**src/rtl/dbgm_pkg.sv**
```systemverilog
package dbgm_pkg;

  typedef enum logic [1:0] {
    WK_OFF  = 2'd0,
    WK_LOAD = 2'd1,
    WK_STORE = 2'd2,
    WK_ANY  = 2'd3
  } wp_kind_e;

  function automatic logic kind_hit(input wp_kind_e k, input logic ld, input logic st);
    case (k)
      WK_LOAD:  kind_hit = ld;
      WK_STORE: kind_hit = st;
      WK_ANY:   kind_hit = ld | st;
      default:  kind_hit = 1'b0;
    endcase
  endfunction

endpackage

```
**src/rtl/dbgm_bp_slot.sv**
```systemverilog
module dbgm_bp_slot #(
  parameter int AW = 32
) (
  input  logic          clk,
  input  logic          rst,
  input  logic          wr_en,
  input  logic [AW-1:0] wdata,
  input  logic          pc_valid,
  input  logic [AW-1:0] pc,
  output logic [AW-1:0] reg_val,
  output logic          hit
);
  logic [AW-1:2] addr_q;
  logic          en_q;
  logic          unused_bits;

  always_ff @(posedge clk) begin
    if (rst) begin
      addr_q <= '0;
      en_q   <= 1'b0;
    end else if (wr_en) begin
      addr_q <= wdata[AW-1:2];
      en_q   <= wdata[0];
    end
  end

  // instructions are word aligned: the low PC bits take no part
  assign hit         = en_q && pc_valid && (pc[AW-1:2] == addr_q);
  assign reg_val     = {addr_q, 1'b0, en_q};
  assign unused_bits = ^{pc[1:0], wdata[1]};
endmodule

```
**src/rtl/dbgm_wp_slot.sv**
```systemverilog
module dbgm_wp_slot
  import dbgm_pkg::*;
#(
  parameter int AW = 32
) (
  input  logic          clk,
  input  logic          rst,
  input  logic          addr_we,
  input  logic          kind_we,
  input  logic [AW-1:0] wdata,
  input  logic          rd_stb,
  input  logic          wr_stb,
  input  logic [AW-1:0] daddr,
  output logic [AW-1:0] addr_val,
  output logic [1:0]    kind_val,
  output logic          hit
);
  logic [AW-1:0] addr_q;
  wp_kind_e      kind_q;

  always_ff @(posedge clk) begin
    if (rst) begin
      addr_q <= '0;
      kind_q <= WK_OFF;
    end else begin
      if (addr_we) addr_q <= wdata;
      if (kind_we) kind_q <= wp_kind_e'(wdata[1:0]);
    end
  end

  assign hit      = kind_hit(kind_q, rd_stb, wr_stb) && (daddr == addr_q);
  assign addr_val = addr_q;
  assign kind_val = kind_q;
endmodule

```
**src/rtl/dbgm_unit.sv**
```systemverilog
module dbgm_unit #(
  parameter int AW     = 32,
  parameter int NUM_BP = 4,
  parameter int NUM_WP = 4,
  parameter int RAW    = $clog2(NUM_BP + 2*NUM_WP + 1)
) (
  input  logic           clk,
  input  logic           rst,
  input  logic           cfg_we,
  input  logic [RAW-1:0] cfg_waddr,
  input  logic [AW-1:0]  cfg_wdata,
  input  logic [RAW-1:0] cfg_raddr,
  output logic [AW-1:0]  cfg_rdata,
  input  logic           pc_valid,
  input  logic [AW-1:0]  pc,
  input  logic           rd_stb,
  input  logic           wr_stb,
  input  logic [AW-1:0]  daddr,
  output logic           brk_req,
  output logic           wp_req
);
  localparam int WA_BASE  = NUM_BP;
  localparam int WK_BASE  = NUM_BP + NUM_WP;
  localparam int STAT_IDX = NUM_BP + 2*NUM_WP;
  localparam int NS       = NUM_BP + NUM_WP;

  logic [NUM_BP-1:0]  bp_hit;
  logic [NUM_WP-1:0]  wp_hit;
  logic [AW-1:0]      bp_val [NUM_BP];
  logic [AW-1:0]      wa_val [NUM_WP];
  logic [1:0]         wk_val [NUM_WP];
  logic [NS-1:0]      sticky_q;
  logic [AW-1:0]      rd_next;

  for (genvar i = 0; i < NUM_BP; i++) begin : g_bp
    dbgm_bp_slot #(.AW(AW)) u_slot (
      .clk      (clk),
      .rst      (rst),
      .wr_en    (cfg_we && (cfg_waddr == RAW'(i))),
      .wdata    (cfg_wdata),
      .pc_valid (pc_valid),
      .pc       (pc),
      .reg_val  (bp_val[i]),
      .hit      (bp_hit[i])
    );
  end

  for (genvar j = 0; j < NUM_WP; j++) begin : g_wp
    dbgm_wp_slot #(.AW(AW)) u_slot (
      .clk      (clk),
      .rst      (rst),
      .addr_we  (cfg_we && (cfg_waddr == RAW'(WA_BASE + j))),
      .kind_we  (cfg_we && (cfg_waddr == RAW'(WK_BASE + j))),
      .wdata    (cfg_wdata),
      .rd_stb   (rd_stb),
      .wr_stb   (wr_stb),
      .daddr    (daddr),
      .addr_val (wa_val[j]),
      .kind_val (wk_val[j]),
      .hit      (wp_hit[j])
    );
  end

  // requests: breakpoint wins over watchpoint in the same cycle
  always_ff @(posedge clk) begin
    if (rst) begin
      brk_req <= 1'b0;
      wp_req  <= 1'b0;
    end else begin
      brk_req <= |bp_hit;
      wp_req  <= (|wp_hit) && !(|bp_hit);
    end
  end

  // sticky hit record, write-one-to-clear, new hits win over clears
  always_ff @(posedge clk) begin
    if (rst) begin
      sticky_q <= '0;
    end else begin
      if (cfg_we && (cfg_waddr == RAW'(STAT_IDX)))
        sticky_q <= (sticky_q & ~cfg_wdata[NS-1:0]) | {wp_hit, bp_hit};
      else
        sticky_q <= sticky_q | {wp_hit, bp_hit};
    end
  end

  always_comb begin
    rd_next = '0;
    for (int i = 0; i < NUM_BP; i++)
      if (cfg_raddr == RAW'(i)) rd_next = bp_val[i];
    for (int j = 0; j < NUM_WP; j++) begin
      if (cfg_raddr == RAW'(WA_BASE + j)) rd_next = wa_val[j];
      if (cfg_raddr == RAW'(WK_BASE + j)) rd_next = AW'(wk_val[j]);
    end
    if (cfg_raddr == RAW'(STAT_IDX)) rd_next = AW'(sticky_q);
  end

  always_ff @(posedge clk) begin
    if (rst) cfg_rdata <= '0;
    else     cfg_rdata <= rd_next;
  end
endmodule

```
**config.mk**
```make
export PLATFORM = sky130hd
export DESIGN_NAME = dbgm_unit
export DESIGN_NICKNAME = d
export VERILOG_FILES = /design/src/rtl/dbgm_pkg.sv /design/src/rtl/dbgm_bp_slot.sv /design/src/rtl/dbgm_wp_slot.sv /design/src/rtl/dbgm_unit.sv
export SDC_FILE = /design/constraint.sdc
export NUM_CORES = 1
export LEC_CHECK = 0
export ABC_AREA = 1
export BUFFER_PORTS_ARGS = -buffer_cell sky130_fd_sc_hd__clkbuf_2
export CORE_UTILIZATION = 40
export CTS_BUF_LIST = sky130_fd_sc_hd__clkbuf_8
export DETAILED_ROUTE_END_ITERATION = 10
export PLACE_DENSITY = 0.6
export SETUP_SLACK_MARGIN = 0.05
export SLEW_MARGIN = 0
export SYNTH_ARGS = -nofsm -noshare
export SYNTH_HDL_FRONTEND = slang
export SYNTH_SLANG_ARGS = --single-unit
```
**constraint.sdc**
```tcl
create_clock -name clk -period 1.7 [get_ports clk]
set_input_delay 0.255 -clock clk [delete_from_list [all_inputs] [get_ports clk]]
set_output_delay 0.255 -clock clk [all_outputs]
set_load 0.01 [all_outputs]
```
==> results of run 1 <==
[synth_stat cells (4+ instances only)]
cell,instances,area [µm²]
nor2_1,377,1420
nand2_1,356,1340
o21ai_0,336,1680
dfxtp_1,302,6050
inv_1,248,931
a21oi_1,173,866
clkbuf_1,103,387
o22ai_1,84,526
xnor2_1,75,657
nand3_1,53,265
nand4_1,50,313
xor2_1,34,298
buf_2,17,85.1
o21ai_1,17,85.1
nor3_1,11,55.1
inv_2,9,33.8
buf_1,8,30.0
o2111ai_1,8,70.1
nor2_2,5,31.3
nand2_2,4,25.0
o31ai_1,4,30.0
or2_2,4,25.0
[state kept, by name (all words and copies together), names as in the netlist]
register and cells:
g_wp.u_slot.addr_val 128, g_bp.u_slot.addr_q 120, cfg_rdata 32, g_wp.u_slot.kind_val 8
sticky_q 8, g_bp.u_slot.en_q 4, brk_req 1, wp_req 1
[metal layers]
layer | up-vias | GRT usage, % | share of wire [%]
li1 | 8159 | - | -
met1 | 8152 | 54.0 | 44
met2 | 960 | 56.5 | 43
met3 | 127 | 4.72 | 9.2
met4 | 0 | 15.1 | 3.7
met5 | - | 0 | 0
[cell usage in the layout, fill, tap and decap left out, types with 4 or more instances in the layout]
cell and count:
xnor2_2 11, nor2_2 17, inv_1 262, nand2_2 12, nand4_1 50, dlygate4sd3_1 13, clkbuf_8 67, dfxtp_2 14
o21ai_1 22, buf_4 229, buf_12 24, or2_2 4, xnor2_1 64, nor3_1 11, nor2_4 7, o31ai_1 4
nor2_1 361, xor2_1 33, nand2_1 348, nand3_1 52, a21oi_1 173, clkbuf_2 141, dfxtp_1 288, inv_2 11
o21ai_0 328, o2111ai_1 8, o22ai_1 83
[power groups by stage]
stage,Sequential [mW],Combinational (mW),Clock [mW]
6_report,7.36,2.20,7.31
3_5_place_dp,7.51,2.08,0
5_1_grt,7.37,2.32,7.70
4_1_cts,7.36,2.13,7.38
3_3_place_gp,7.51,2.08,0
2_1_floorplan,7.48,0.930,0
[kinds of logic after synthesis]
logic type / count (synthesis) / share of synthesized area [%]
flops: 302 / 39.3
simple gates: 870 / 23.3
xor+xnor: 109 / 6.21
buf+inv: 389 / 9.69
compound gates: 628 / 21.5
[final timing paths]
path | startpoint | to | slack, ns | cells after the start
setup / recovery | g_wp[0].u_slot.addr_val[16] | wp_req | 0.05 | 8
hold / removal | cfg_wdata[22] | g_wp[2].u_slot.addr_val[22] | 0.04 | 3
setup reg to reg | g_wp[0].u_slot.addr_val[16] | wp_req | 0.05 | 8
hold reg to reg | sticky_q[7] | cfg_rdata[7] | 0.47 | 2
[worst max-delay path: stages, from the launching register on]
cell,delay [ns]
dfxtp_1,0.37
xor2_1,0.39
nor2_1,0.10
nand3b_1,0.11
nor2_1,0.05
nand4_1,0.17
nand2_1,0.07
nor2_1,0.21
nor2_1,0.08
[repair_timing]
item / in CTS / in global routing
pin swaps: 1 / 27
resized for setup: 14 / 51
hold buffers: 13 / 0
hold endpoints to repair: 33 / 0
endpoints found under the setup margin: 6 / 10
[layout make-up]
class                      count  share of cell area, %
multi-input combinational   1607                   40.4
clock inverter                28                   1.05
inverter                     259                   4.91
timing repair buffer         407                   15.3
clock buffer                  67                   4.64
sequential                   302                   30.5
tap                          511                   3.22
[per-stage QoR]
stage | hold slack [ns] | setup slack [ns] | area (µm²) | power [mW]
finish | 0.0447 | 0.0523 | 19900 | 16.9
global route | 0.0328 | 0.0216 | 19900 | 17.4
CTS | 0.00527 | 0.0297 | 19800 | 16.9
detailed placement | 0.455 | -0.209 | 18400 | 9.59
global placement | 0.460 | -0.224 | 18400 | 9.59
floorplan | 0.324 | 0.321 | 15400 | 8.41
==> run summary, run 1 <==
Post-synth EDFFs: 0
Slew HR: 64.0%
Routed WL: 73,600 µm
IO buf count: 141
Synth Instances: 2,298
Area Growth Syn to Fin: 29.3%
Initial DRC Count: 2,020
Starting Density: 40.7%
Worst setup SP type: register
Comb pwr share: 13.0%
DIE AREA: 39,200 µm²
worst-margin pin slew: 0.541 ns
CTS tree: built
HP Class: primary input to register
FF+latch count, synth: 302
post-route insts no fill: 3,181
largest net degree at the start of global routing: 62
clock buffer depth: 3
Reg area: 6060 µm²
Detail Placement HPWL: 55,600 µm
number of global-route vias before repair: 16,000
final number of hold-violating endpoints: 0
CP Capture Type: register
Clk Latency, worst-skew pair: 0.66 ns
antenna viol nets, final: 0
first-pass GRT wire length: 106,000 µm
vias per cell: 5.47
max-capacitance violation count: 0
vias after detailed routing: 17,400
Mapped Area: 15,400 µm²
chip height: 198 µm
fraction of power spent switching nets: 28.6%
crit path kind: register to register
footprint of the multi-input gates: 8040 µm²
Distinct cells, synth: 33
DRC violations left: 0
CP arrival: 2.20 ns
grt total ovfl: 0
minimum clock period: 1.65 ns
clock power share: 43.3%
Clk pin slew, worst setup/hold paths: 0.07 ns
die width: 198 µm
TritonRoute pass-1 iters: 5
Int Power: 12.0 mW
Max Slew Vio Count: 0
final setup violating endpoints: 0
Mapped Nets: 2,408
Top FF cell, synth: dfxtp_1
cts bufs inserted: 54
postcts setup bufs: 0
ant diodes: 0
layout cells sized above 1: 21.0%
Placer Congestion: 1.03
outcome: completed
Fin Clk Skew: 0.0245 ns
warnings from Yosys: 0
Worst Path Required: 2.25 ns
initial antenna violation count: 0
fmax: 0.607 GHz
VDD IR-drop max: 586 µV
Tcrit/Tclk final: 96.9%
Core Footprint: 37,800 µm²
row count: 71
post-synthesis sequential area ratio: 39.3%
Nets: 2,741
Fill cells: 3,856
cell count after placement: 3,075
CTS H-tree depth: 2
Leakage: 8.72 nW
setup TNS: 0 ns
total clock sinks: 302
Root Buffer: clkbuf_8
PwrDens: 849 nW/µm²
syn_area_per_cell: 6.69 µm²
FFs w/ async S/R, synth: 0%
CP Max Fanout: 3
fin util: 52.7%
wire length per cell: 23.1 µm
Flop pwr share: 43.6%
Switch Pwr: 4.83 mW
RSZ-0062 raised after global routing: true
# IOs: 144
Tot GR Track Use: 37.6%
(Power assumes the default switching activity.)
==> inputs of run 2 (changes only) <==
PLACE_DENSITY = 0.59   (was 0.6)
SYNTH_HIERARCHICAL = 1   (was not set)
==> run 2 against run 1 <==
Effect of this change: die area increased by 16%; clock skew increased by 0.0089 ns; synthesized cell count increased by 23%; utilization decreased by 2.8 points; worst setup slack improved by 0.049 ns; sequential share of layout area decreased by 3.0 points; critical path depth unchanged; clock power increased by 9.2%.
==> run summary, run 2 <==
Core Footprint: 44,200 µm² (was 37,800 µm²)
wire length per cell: 18.1 µm (was 23.1 µm)
ant diodes: 0 (unchanged)
Mapped Nets: 2,937 (was 2,408)
FF+latch count, synth: 302 (unchanged)
Tcrit/Tclk final: 94.0% (was 96.9%)
postcts setup bufs: 0 (unchanged)
minimum clock period: 1.60 ns (was 1.65 ns)
warnings from Yosys: 6 (was 0)
Placer Congestion: 0.963 (was 1.03)
grt total ovfl: 0 (unchanged)
TritonRoute pass-1 iters: 5 (unchanged)
post-route insts no fill: 3,776 (was 3,181)
fin util: 49.9% (was 52.7%)
Clk Latency, worst-skew pair: 0.67 ns (was 0.66 ns)
Post-synth EDFFs: 0 (unchanged)
Routed WL: 68,500 µm (was 73,600 µm)
max-capacitance violation count: 0 (unchanged)
final setup violating endpoints: 0 (unchanged)
cts bufs inserted: 57 (was 54)
Fin Clk Skew: 0.0335 ns (was 0.0245 ns)
DIE AREA: 45,700 µm² (was 39,200 µm²)
Fill cells: 4,490 (was 3,856)
# IOs: 144 (unchanged)
initial antenna violation count: 1 (was 0)
dpl cell area: 20,500 µm² (was 18,400 µm²)
Distinct cells, synth: 31 (was 33)
Worst Path Required: 2.30 ns (was 2.25 ns)
Initial DRC Count: 1,715 (was 2,020)
Routed met3 length: 5480 µm (was 6790 µm)
chip height: 214 µm (was 198 µm)
syn_area_per_cell: 6.34 µm² (was 6.69 µm²)
FFs w/ async S/R, synth: 0% (unchanged)
Synth Instances: 2,827 (was 2,298)
antenna viol nets, final: 0 (unchanged)
Slew HR: 47.1% (was 64.0%)
Worst setup SP type: register (unchanged)
Tot GR Track Use: 30.2% (was 37.6%)
Leakage: 10.5 nW (was 8.72 nW)
clock buffer depth: 3 (unchanged)
VDD IR-drop max: 588 µV (was 586 µV)
vias after detailed routing: 19,000 (was 17,400)
Detail Placement HPWL: 50,600 µm (was 55,600 µm)
Met1 Wirelength: 29,700 µm (was 32,700 µm)
highest routing layer actually used: met5 (was met4)
Mapped Area: 17,900 µm² (was 15,400 µm²)
Max Slew Vio Count: 0 (unchanged)
CP Capture Type: register (unchanged)
RSZ-0062 raised after global routing: true (unchanged)
Nets: 3,245 (was 2,741)
first-pass GRT wire length: 103,000 µm (was 106,000 µm)
HP Class: primary input to register (unchanged)
final number of hold-violating endpoints: 0 (unchanged)
top cells by count, synth: 1,042 x nand2_1, 416 x inv_1, 381 x nor2_1 (was 377 x nor2_1, 356 x nand2_1, 336 x o21ai_0)
Root Buffer: clkbuf_8 (unchanged)
total clock sinks: 302 (unchanged)
worst-margin pin slew: 0.794 ns (was 0.541 ns)
vias per cell: 5.03 (was 5.47)
Top FF cell, synth: dfxtp_1 (unchanged)
CP arrival: 2.20 ns (about the same)
CTS H-tree depth: 2 (unchanged)
layout cells sized above 1: 19.8% (was 21.0%)
number of global-route vias before repair: 17,800 (was 16,000)
die width: 214 µm (was 198 µm)
CTS tree: built (unchanged)
Synth area leaders: dfxtp_1 34%, nand2_1 22%, a211oi_2 8.9% (was dfxtp_1 39%, o21ai_0 11%, nor2_1 9.2%)
Tot Pwr: 17.4 mW (was 16.9 mW)
largest net degree at the start of global routing: 82 (was 62)
CP Max Fanout: 3 (unchanged)
Yosys top cell by area: dfxtp_1 (unchanged)
met2 wire len: 30,000 µm (was 31,400 µm)
row count: 77 (was 71)
post-synthesis sequential area ratio: 33.7% (was 39.3%)
DRC violations left: 0 (unchanged)
leading cell types in the layout, fill and taps excluded: 1,041 x nand2_1, 427 x inv_1, 359 x nor2_1, 298 x dfxtp_1, 183 x buf_4 (was 361 x nor2_1, 348 x nand2_1, 328 x o21ai_0, 288 x dfxtp_1, 262 x inv_1)
final hold slack: 0.0383 ns (was 0.0447 ns)
most common cell in the netlist: nand2_1 (was nor2_1)
IO buf count: 141 (unchanged)
Starting Density: 40.5% (was 40.7%)
outcome: completed (unchanged)
design area: 22,000 µm² (was 19,900 µm²)
PwrDens: 788 nW/µm² (was 849 nW/µm²)
top cell type's share of synthesized area: 33.7% (was 39.3%)
Area Growth Syn to Fin: 23.0% (was 29.3%)
crit path kind: register to register (unchanged)
number of flip-flops under the largest register name: 128 (unchanged)
cell count after placement: 3,649 (was 3,075)
Clk pin slew, worst setup/hold paths: 0.06 ns (was 0.07 ns)
commonest non-fill, non-tap cell in the layout: nand2_1 (was nor2_1)
fmax: 0.625 GHz (was 0.607 GHz)
run 2: cell types whose count changed after synthesis, sizes merged, moves of 32 or more:
cell,change
inv,+172
nand2,+682
o21ai,-296
buf,+76
nand3,+32
a21oi,-32
o22ai,-78
clkbuf,-84
xnor2,-43
a211oi,+152
run 2: cell families (layout without fill, tap and decap cells):
family / after synthesis / after routing / synth area share, %
AOI/OAI and AO/OA: 358 / 358 / 15.8
and+or+nand+nor: 1560 / 1560 / 34.0
other: 4 / 4 / 0.0838
xor gates and xnor gates: 52 / 52 / 2.54
buffers and inverters: 551 / 908 / 13.9
DFF: 302 / 302 / 33.7
run 2: final cells by class:
class | instances | area, µm² | share of cell area (%)
Clock inverter | 29 | 203 | 0.919
Timing Repair Buffer | 371 | 2840 | 12.9
Inverter | 429 | 1620 | 7.35
Tap cell | 592 | 741 | 3.36
Multi-Input combinational cell | 1974 | 9500 | 43.1
Sequential cell | 302 | 6050 | 27.4
Clock buffer | 79 | 1090 | 4.93
run 2: stage by stage:
stage                     worst slack [ns]  setup TNS, ns
after floorplan                      0.357              0
after global placement              -0.224          -3.83
after detailed placement            -0.218          -4.24
after CTS                           0.0690              0
after global routing               -0.0401        -0.0401
final                                0.101              0
run 2: timing repair:
action / CTS / global route
resized for setup: 2 / 32
endpoints found under the hold margin: 81 / 0
hold buffers: 19 / 0
pin swaps: 1 / 5
endpoints found under the setup margin: 3 / 9
run 2: worst max-delay path, stage by stage (launching register included):
cell and delay [ns]:
dfxtp_1 0.40, xnor2_2 0.15, nand2_1 0.08, nor3_1 0.16, nand3_1 0.25, nor2_2 0.23, buf_4 0.14, inv_1 0.03
a21oi_1 0.13
run 2: per-layer routing:
layer / vias up / GRT usage [%]
li1: 9319 / -
met1: 8710 / 40.4
met2: 798 / 47.4
met3: 163 / 4.53
met4: 2 / 14.7
met5: - / 0
run 2: power breakdown:
group / internal, mW / switching (mW)
Combinational: 0.715 / 1.36
Sequential: 7.21 / 0.104
Clock: 4.47 / 3.51
run 2: worst paths after layout:
kind / startpoint / to / slack [ns] / cells past startpoint
hold reg to reg: sticky_q[7] / cfg_rdata[7] / 0.46 / 2
setup / recovery: g_wp[1].u_slot/addr_val[13] / sticky_q[5] / 0.10 / 8
setup reg to reg: g_wp[1].u_slot/addr_val[13] / sticky_q[5] / 0.10 / 8
hold / removal: cfg_wdata[4] / g_wp[0].u_slot/addr_val[4] / 0.04 / 3
==> inputs of run 3 (changes only) <==
PLACE_DENSITY = not set   (was 0.59)
==> run 3 against run 2 <==
Effect of this change: via count down 2.6%; flip-flop and latch count unchanged; utilization decreased by 1.2 points; sequential share of layout area grew 0.86 points.
==> run summary, run 3 (synthesis results as in run 2) <==
Leakage: 10.1 nW (was 10.5 nW)
final number of hold-violating endpoints: 0 (unchanged)
cell family with most CP delay: simple AND/OR/NAND/NOR gates (unchanged)
met2 Usage GRT: 47.3% (was 47.4%)
vias per cell: 5.03 (about the same)
footprint of the multi-input gates: 9580 µm² (was 9500 µm²)
Detail Placement HPWL: 50,400 µm (was 50,600 µm)
VDD IR-drop max: 602 µV (was 588 µV)
Area Growth Syn to Fin: 20.0% (was 23.0%)
Placer Congestion: 1.02 (was 0.963)
final hold slack: 0.0345 ns (was 0.0383 ns)
IO buf count: 141 (unchanged)
Root Buffer: clkbuf_8 (unchanged)
wire length per cell: 18.5 µm (was 18.1 µm)
max incr delay on CP: 0.33 ns (was 0.40 ns)
worst-margin pin slew: 0.811 ns (was 0.794 ns)
antenna viol nets, final: 0 (unchanged)
CP Capture Type: register (unchanged)
vias after detailed routing: 18,500 (was 19,000)
Critical R2R Launch: g_wp[0].u_slot/addr_val[13] (was g_wp[1].u_slot/addr_val[13])
Routed WL: 68,100 µm (was 68,500 µm)
Clk Latency, worst-skew pair: 0.67 ns (about the same)
crit path buf inv count: 0 (was 2)
row count: 77 (unchanged)
Tot GR Track Use: 29.8% (was 30.2%)
DP Worst Slack: -0.252 ns (was -0.218 ns)
CTS H-tree depth: 2 (unchanged)
CP Max Fanout: 3 (unchanged)
fmax: 0.630 GHz (was 0.625 GHz)
Reg area: 6090 µm² (was 6050 µm²)
met3 Use GR: 4.42% (was 4.53%)
final setup violating endpoints: 0 (unchanged)
DIE AREA: 45,700 µm² (unchanged)
commonest non-fill, non-tap cell in the layout: nand2_1 (unchanged)
Tcrit/Tclk final: 93.4% (was 94.0%)
number of global-route vias before repair: 17,100 (was 17,800)
# IOs: 144 (unchanged)
PwrDens: 815 nW/µm² (was 788 nW/µm²)
Worst setup SP type: register (unchanged)
Setup WS post-layout: 0.113 ns (was 0.101 ns)
DRC violations left: 0 (unchanged)
grt total ovfl: 0 (unchanged)
minimum clock period: 1.59 ns (was 1.60 ns)
clock buffer depth: 3 (unchanged)
leading cell types in the layout, fill and taps excluded: 1,034 x nand2_1, 425 x inv_1, 350 x nor2_1, 273 x dfxtp_1 (was 1,041 x nand2_1, 427 x inv_1, 359 x nor2_1, 298 x dfxtp_1, 183 x buf_4)
CP cell instances: xnor2_1 -> nand2_1 -> nor3_1 -> nand3_1 -> nor2_2 -> o41ai_2 -> nor2_1 (was xnor2_2 -> nand2_1 -> nor3_1 -> nand3_1 -> nor2_2 -> buf_4 -> inv_1 -> a21oi_1)
Nets: 3,149 (was 3,245)
M1 GR Usage: 40.2% (was 40.4%)
max-capacitance violation count: 0 (unchanged)
CP arrival: 2.19 ns (was 2.20 ns)
TritonRoute pass-1 iters: 6 (was 5)
Fill cells: 4,450 (was 4,490)
Fin Clk Skew: 0.0250 ns (was 0.0335 ns)
Initial DRC Count: 1,710 (was 1,715)
HP Class: primary input to register (unchanged)
CTS tree: built (unchanged)
initial antenna violation count: 4 (was 1)
layout cells sized above 1: 18.8% (was 19.8%)
first-pass GRT wire length: 102,000 µm (was 103,000 µm)
cts bufs inserted: 57 (unchanged)
fin util: 48.6% (was 49.9%)
largest net degree at the start of global routing: 90 (was 82)
gr busiest metal: met2 (unchanged)
slowest library cell on the worst path: dfxtp_1 (unchanged)
Critical Path Start: g_wp[0].u_slot/addr_val[13] (was g_wp[1].u_slot/addr_val[13])
Starting Density: 40.5% (unchanged)
outcome: completed (unchanged)
total clock sinks: 302 (unchanged)
die width: 214 µm (unchanged)
Tot Pwr: 17.5 mW (was 17.4 mW)
Max Slew Vio Count: 0 (unchanged)
Worst Path Required: 2.31 ns (was 2.30 ns)
Clk pin slew, worst setup/hold paths: 0.06 ns (about the same)
crit path kind: register to register (unchanged)
chip height: 214 µm (unchanged)
Core Footprint: 44,200 µm² (unchanged)
number of flip-flops under the largest register name: 128 (unchanged)
Worst Hold Launch: cfg_wdata[24] (was cfg_wdata[4])
Slew HR: 45.9% (was 47.1%)
RSZ-0062 raised after global routing: true (unchanged)
[run 3: changes by cell type in the layout (fill, tap and decap cells not counted), sizes merged]
cell	change
buf	-93
clkinv	-6
inv	+3
dlygate4sd3	-3
bufinv	+4
diode	+2
clkbuf	-7
[run 3: worst register-to-register path: cells and delay by family, from the launching register on]
family,cells,cell delay (ns)
AO/OA/AOI/OAI,1,0.10
XOR/XNOR,1,0.26
flip-flops,1,0.33
AND/OR/NAND/NOR,5,0.85
[run 3: area by class of cell]
cell class                      count  area share [%]
Antenna cell                        2          0.0233
Clock buffer                       72            4.61
Clock inverter                     30            1.37
Inverter                          429            7.53
Multi-Input combinational cell   1974            44.6
Sequential cell                   302            28.3
Tap cell                          592            3.44
Timing Repair Buffer              275            10.2
[run 3: metal layers]
metal	up-vias	wire (µm)	part of all wire [%]
li1	9132	-	-
met1	8462	29700	44
met2	765	30200	44
met3	132	5370	7.9
met4	4	2830	4.1
met5	-	22	0.032
[run 3: where the power goes]
group,switching [mW],internal (mW)
clock network,3.47,4.72
logic,1.34,0.677
registers,0.115,7.21
total,4.93,12.6
[run 3: stage by stage]
stage	area (µm²)	instances	TNS [ns]
floorplan	17900	2827	0
global placement	19800	3556	-3.46
detailed placement	19800	3556	-4.27
CTS	21300	3674	0
global route	21500	3675	0
finish	21500	3676	0
[run 3: timing repair]
item                                    CTS  global route
setup buffers                             0             0
endpoints found under the setup margin    5             9
hold buffers                             16             0
gates resized for setup                   5            89
pin swaps                                 1             8
endpoints found under the hold margin    62             0
[run 3: worst paths after layout]
path / endpoint / slack (ns) / cells after the start
worst max-delay path: wp_req / 0.11 / 7
worst min-delay path: g_bp[2].u_slot/addr_q[24] / 0.03 / 3
worst max register to register: wp_req / 0.11 / 7
worst min register to register: cfg_rdata[1] / 0.47 / 2
